===== src/rtl/accum_op_seq_pkg.sv =====
package accum_op_seq_pkg;

  typedef enum logic [1:0] {
    OP_ADD = 2'b00,
    OP_OR  = 2'b01,
    OP_AND = 2'b10,
    OP_INV = 2'b11
  } op_sel_e;

endpackage


===== src/rtl/accum_op_unit.sv =====
module accum_op_unit
  import accum_op_seq_pkg::*;
#(
  parameter int W = 2
) (
  input  op_sel_e        op,
  input  logic [W-1:0]   a_opnd,
  input  logic [W-1:0]   b_opnd,
  output logic [W-1:0]   result,
  output logic           carry
);

  localparam int SW = W + 1;

  logic [W-1:0]  and_v;
  logic [W-1:0]  or_v;
  logic [W-1:0]  inv_v;
  logic [SW-1:0] sum_v;

  // per-bit logic lanes
  genvar i;
  generate
    for (i = 0; i < W; i++) begin : g_lane
      assign and_v[i] = a_opnd[i] & b_opnd[i];
      assign or_v[i]  = a_opnd[i] | b_opnd[i];
      assign inv_v[i] = ~b_opnd[i];
    end
  endgenerate

  assign sum_v = {1'b0, a_opnd} + {1'b0, b_opnd};

  always_comb begin
    carry  = 1'b0;
    result = '0;
    unique case (op)
      OP_ADD: begin
        result = sum_v[W-1:0];
        carry  = sum_v[W];
      end
      OP_OR:   result = or_v;
      OP_AND:  result = and_v;
      OP_INV:  result = inv_v;
      default: result = '0;
    endcase
  end

endmodule


===== src/rtl/accum_operand_reg.sv =====
module accum_operand_reg #(
  parameter int W = 2
) (
  input  logic         clk,
  input  logic         rst,
  input  logic         load,
  input  logic [W-1:0] ext_val,
  input  logic [W-1:0] fb_val,
  output logic [W-1:0] q
);

  logic [W-1:0] d;

  assign d = load ? ext_val : fb_val;

  always_ff @(posedge clk) begin
    if (rst) q <= '0;
    else     q <= d;
  end

endmodule


===== src/rtl/accum_op_seq.sv =====
module accum_op_seq
  import accum_op_seq_pkg::*;
#(
  parameter int W = 2
) (
  input  logic         clk,
  input  logic         rst,
  input  logic [1:0]   sel,
  input  logic [W-1:0] x_in,
  input  logic [W-1:0] y_in,
  input  logic         load,
  output logic [W-1:0] res,
  output logic         carry_out
);

  logic [W-1:0] y_q;
  op_sel_e      op;

  assign op = op_sel_e'(sel);

  accum_operand_reg #(.W(W)) u_yreg (
    .clk     (clk),
    .rst     (rst),
    .load    (load),
    .ext_val (y_in),
    .fb_val  (res),
    .q       (y_q)
  );

  accum_op_unit #(.W(W)) u_alu (
    .op     (op),
    .a_opnd (x_in),
    .b_opnd (y_q),
    .result (res),
    .carry  (carry_out)
  );

endmodule


===== config.mk =====
export PLATFORM = sky130hd
export DESIGN_NAME = accum_op_seq
export DESIGN_NICKNAME = d
export VERILOG_FILES = /design/src/rtl/accum_op_seq_pkg.sv /design/src/rtl/accum_op_unit.sv /design/src/rtl/accum_operand_reg.sv /design/src/rtl/accum_op_seq.sv
export SDC_FILE = /design/constraint.sdc
export NUM_CORES = 1
export LEC_CHECK = 0
export CAP_MARGIN = 20
export CORE_AREA = 4 4 41 43
export CTS_CLUSTER_DIAMETER = 120
export DETAILED_ROUTE_END_ITERATION = 10
export DIE_AREA = 0 0 45 47
export DONT_BUFFER_PORTS = 1
export PLACE_DENSITY_LB_ADDON = 0.15
export REMOVE_ABC_BUFFERS = 1
export SLEW_MARGIN = 20
export SYNTH_ARGS = -nofsm -noshare
export SYNTH_HDL_FRONTEND = slang
export SYNTH_SLANG_ARGS = --single-unit

===== constraint.sdc =====
create_clock -name clk -period 2.3 [get_ports clk]
set_input_delay 0.115 -clock clk [delete_from_list [all_inputs] [get_ports clk]]
set_output_delay 0.115 -clock clk [all_outputs]
set_load 0.01 [all_outputs]

==> flow_summary.toml <==
[outcome]
status = "complete, no violations"

[timing]
min_period_ns = 1.874
fmax_mhz = 533.5
rsz0062_at_grt = "false"
hold_viol_final = 0
max_slew.worst_pin.slew_ns = 0.4121
finalSetupViolCount = 0
maxSlewViolCount = 0
period_share_pct = 81.49
timing.setup.tns_ns = 0
slew_headroom_pct = 72.32
finalClockSkew_ns = 0.0005760

[worst_setup_path]
cp-startpoint = "u_yreg.q[0]"
crit_slowest_cell = "fa_1"
path_max_fanout = 3
r2r_start = "u_yreg.q[0]"
path_cells = "ha_1 > inv_1 > fa_1 > nor2b_2 > a211o_1 > nand2_1"
crit_type = "flop to primary output"
start_kind = "flop"
critPathRequiredTime_ns = 2.18
critPathMaxStageDelay_ns = 0.42
crit_arrival_ns = 1.76
end_kind = "primary output"
cp_top_family = "adder cells"
path_buf_inv = 1

[cells_and_area]
largest_reg_flops = 2
final_cell_area_um2 = 302.8
reg_top3 = "u_yreg.q x2"
largest_register = "u_yreg.q"
syn_to_final_growth_pct = 15.24
nets = 50
diodes = 0
drive_gt1_share_pct = 14.71

[floorplan]
ioPinCount = 12
core_area_um2 = 1301
dieArea_um2 = 2115
initial_core_util_pct = 20.19
row_count = 13
die_w_um = 45
die_h_um = 47

[detailed_routing]
first_iter_violations = 1
viasPerCell = 4.061
wl_per_cell_um = 10.22
first_pass_iters = 2
vias = 199
ant_nets = 0
wl_um = 501
detail_route.drc_violations = 0

[synthesis]
synth_warnings = 0
synth_area_leaders = "ha_1 19%, dfxtp_1 15%, inv_1 10%"
synthCells = 31
synthesis.area_um2 = 262.8
post-synth-top-area-cell = "ha_1"
synth.distinct_cells = 17
yosys_register_bits = 2
syn_area_per_cell_um2 = 8.476
ys_seq_area_share_pct = 15.24
synth_top_area_share_pct = 19.05

[global_routing]
grt_max_degree = 9
grt_usage_pct = 5.613
grt_pass1_wl_um = 779
top_usage_layer = "met4"
use_met2_pct = 5.932
grt_pass1_vias = 201
antenna_found_initial = 0
grt.met3_usage_pct = 1.533
grt_overflow = 0
met1_usage_pct = 7.062

[clock_tree]
ctsResizeCount = 0
clk_pin_slew_ns = 0.03
cts-buffers-inserted = 3
insertion_delay_ns = 0.22
clkSinkCount = 2
htree_levels = 1
hold_buffers = 1
cts_tree = "built"
post_cts_buffers = 0
clock_path_buffers = 2
root_buffer = "clkbuf_4"

[power_and_ir_drop]
switching_share_pct = 26.60
p_total_uw = 153.4
ir_drop_mv = 0.2012
p_int_uw = 112.6
combPwrFrac_pct = 23.4
power_frac_seq_pct = 26.4
leakagePower_nw = 0.1389
pwr-share-clk_pct = 50.2
p_switching_uw = 40.80
pwr_density_cell_nw_per_um2 = 506.7

[run]
cap_violations = 0

[placement]
io_buffers = 0
hpwl_um = 421
post_dp_cell_area_um2 = 270.3
globalplace.congestion = 0.6042

[min_path]
min_path_type = "primary input to flop"
hold_start = "load"
-- worst register-to-register path, stage by stage (launching register included) --
cell and delay (ns):
dfxtp_1 0.33, ha_1 0.16, inv_1 0.05, fa_1 0.42
nor2b_2 0.15, a211o_1 0.30, a311oi_2 0.23
-- final timing paths --
check / endpoint / slack [ns] / cells past startpoint
min reg2reg: u_yreg.q[0] / 0.66 / 3
max: res[1] / 0.43 / 6
min: u_yreg.q[0] / 0.05 / 2
max reg2reg: u_yreg.q[1] / 0.57 / 6
-- logic make-up (layout without fill, tap and decap cells) --
family / Yosys count / in the layout / share of synthesized area (%)
AO/OA/AOI/OAI: 5 / 5 / 17.14
adder cells (fa/ha/maj): 5 / 5 / 26.67
buffers and inverters: 8 / 11 / 14.29
flip-flops: 2 / 2 / 15.24
multiplexers: 2 / 2 / 7.619
AND/OR/NAND/NOR: 9 / 9 / 19.04
-- cell type report --
cell class,count,area [µm²]
inverters,7,26.28
fillers,166,998.5
repair buffers,1,10.01
multi-input cells,21,185.2
well taps,15,18.77
flip-flops and latches,2,40.04
clock buffers,3,22.52
-- per-layer routing --
| layer | part of all wire (%) | vias up | wire length, µm |
|---|---|---|---|
| met5 | 0 | - | 0 |
| met3 | 8.6 | 0 | 43 |
| li1 | - | 109 | - |
| met4 | 0 | 0 | 0 |
| met2 | 46 | 8 | 228 |
| met1 | 46 | 82 | 229 |
-- placed cells by master, fill, tap and decap left out --
cell type	Yosys	final
a211o_1	1	1
o211ai_1	1	1
nor2b_2	1	1
inv_1	7	7
fa_1	1	1
ha_1	4	4
mux2i_1	2	2
nand3b_1	2	2
or3_1	1	1
nand2_1	3	3
dfxtp_1	2	2
a311oi_2	1	1
o21ai_0	1	1
nor3_1	1	1
nor2_1	1	1
clkbuf_4	0	3
o221ai_1	1	1
dlygate4sd3_1	0	1
-- metrics by stage --
stage	worst slack [ns]	utilization, %	std cells	hold slack, ns
after floorplan	0.6454	-	30	0.1829
after global placement	0.5682	20.77	45	0.1839
after detailed placement	0.5689	20.77	45	0.1859
after CTS	0.3963	23.27	49	0.03701
after global routing	0.3306	23.27	49	0.06157
final	0.4257	23.27	49	0.04712
-- cells in the mapped netlist (all sizes together) --
library cell / n
or3: 1
nor2b: 1
nor2: 1
inv: 7
nand2: 3
o21ai: 1
o211ai: 1
a311oi: 1
a211o: 1
o221ai: 1
fa: 1
ha: 4
dfxtp: 2
nor3: 1
buf: 1
mux2i: 2
nand3b: 2
-- power groups by stage --
| stage | sequential (mW) | combinational, mW | clock, mW |
|---|---|---|---|
| 6_report | 0.0404 | 0.0360 | 0.0770 |
| 3_3_place_gp | 0.0408 | 0.0345 | 0 |
| 4_1_cts | 0.0405 | 0.0370 | 0.0839 |
| 2_1_floorplan | 0.0404 | 0.0301 | 0 |
| 5_1_grt | 0.0410 | 0.0412 | 0.0833 |
| 3_5_place_dp | 0.0409 | 0.0350 | 0 |
Power figures use the tool's default switching activity.
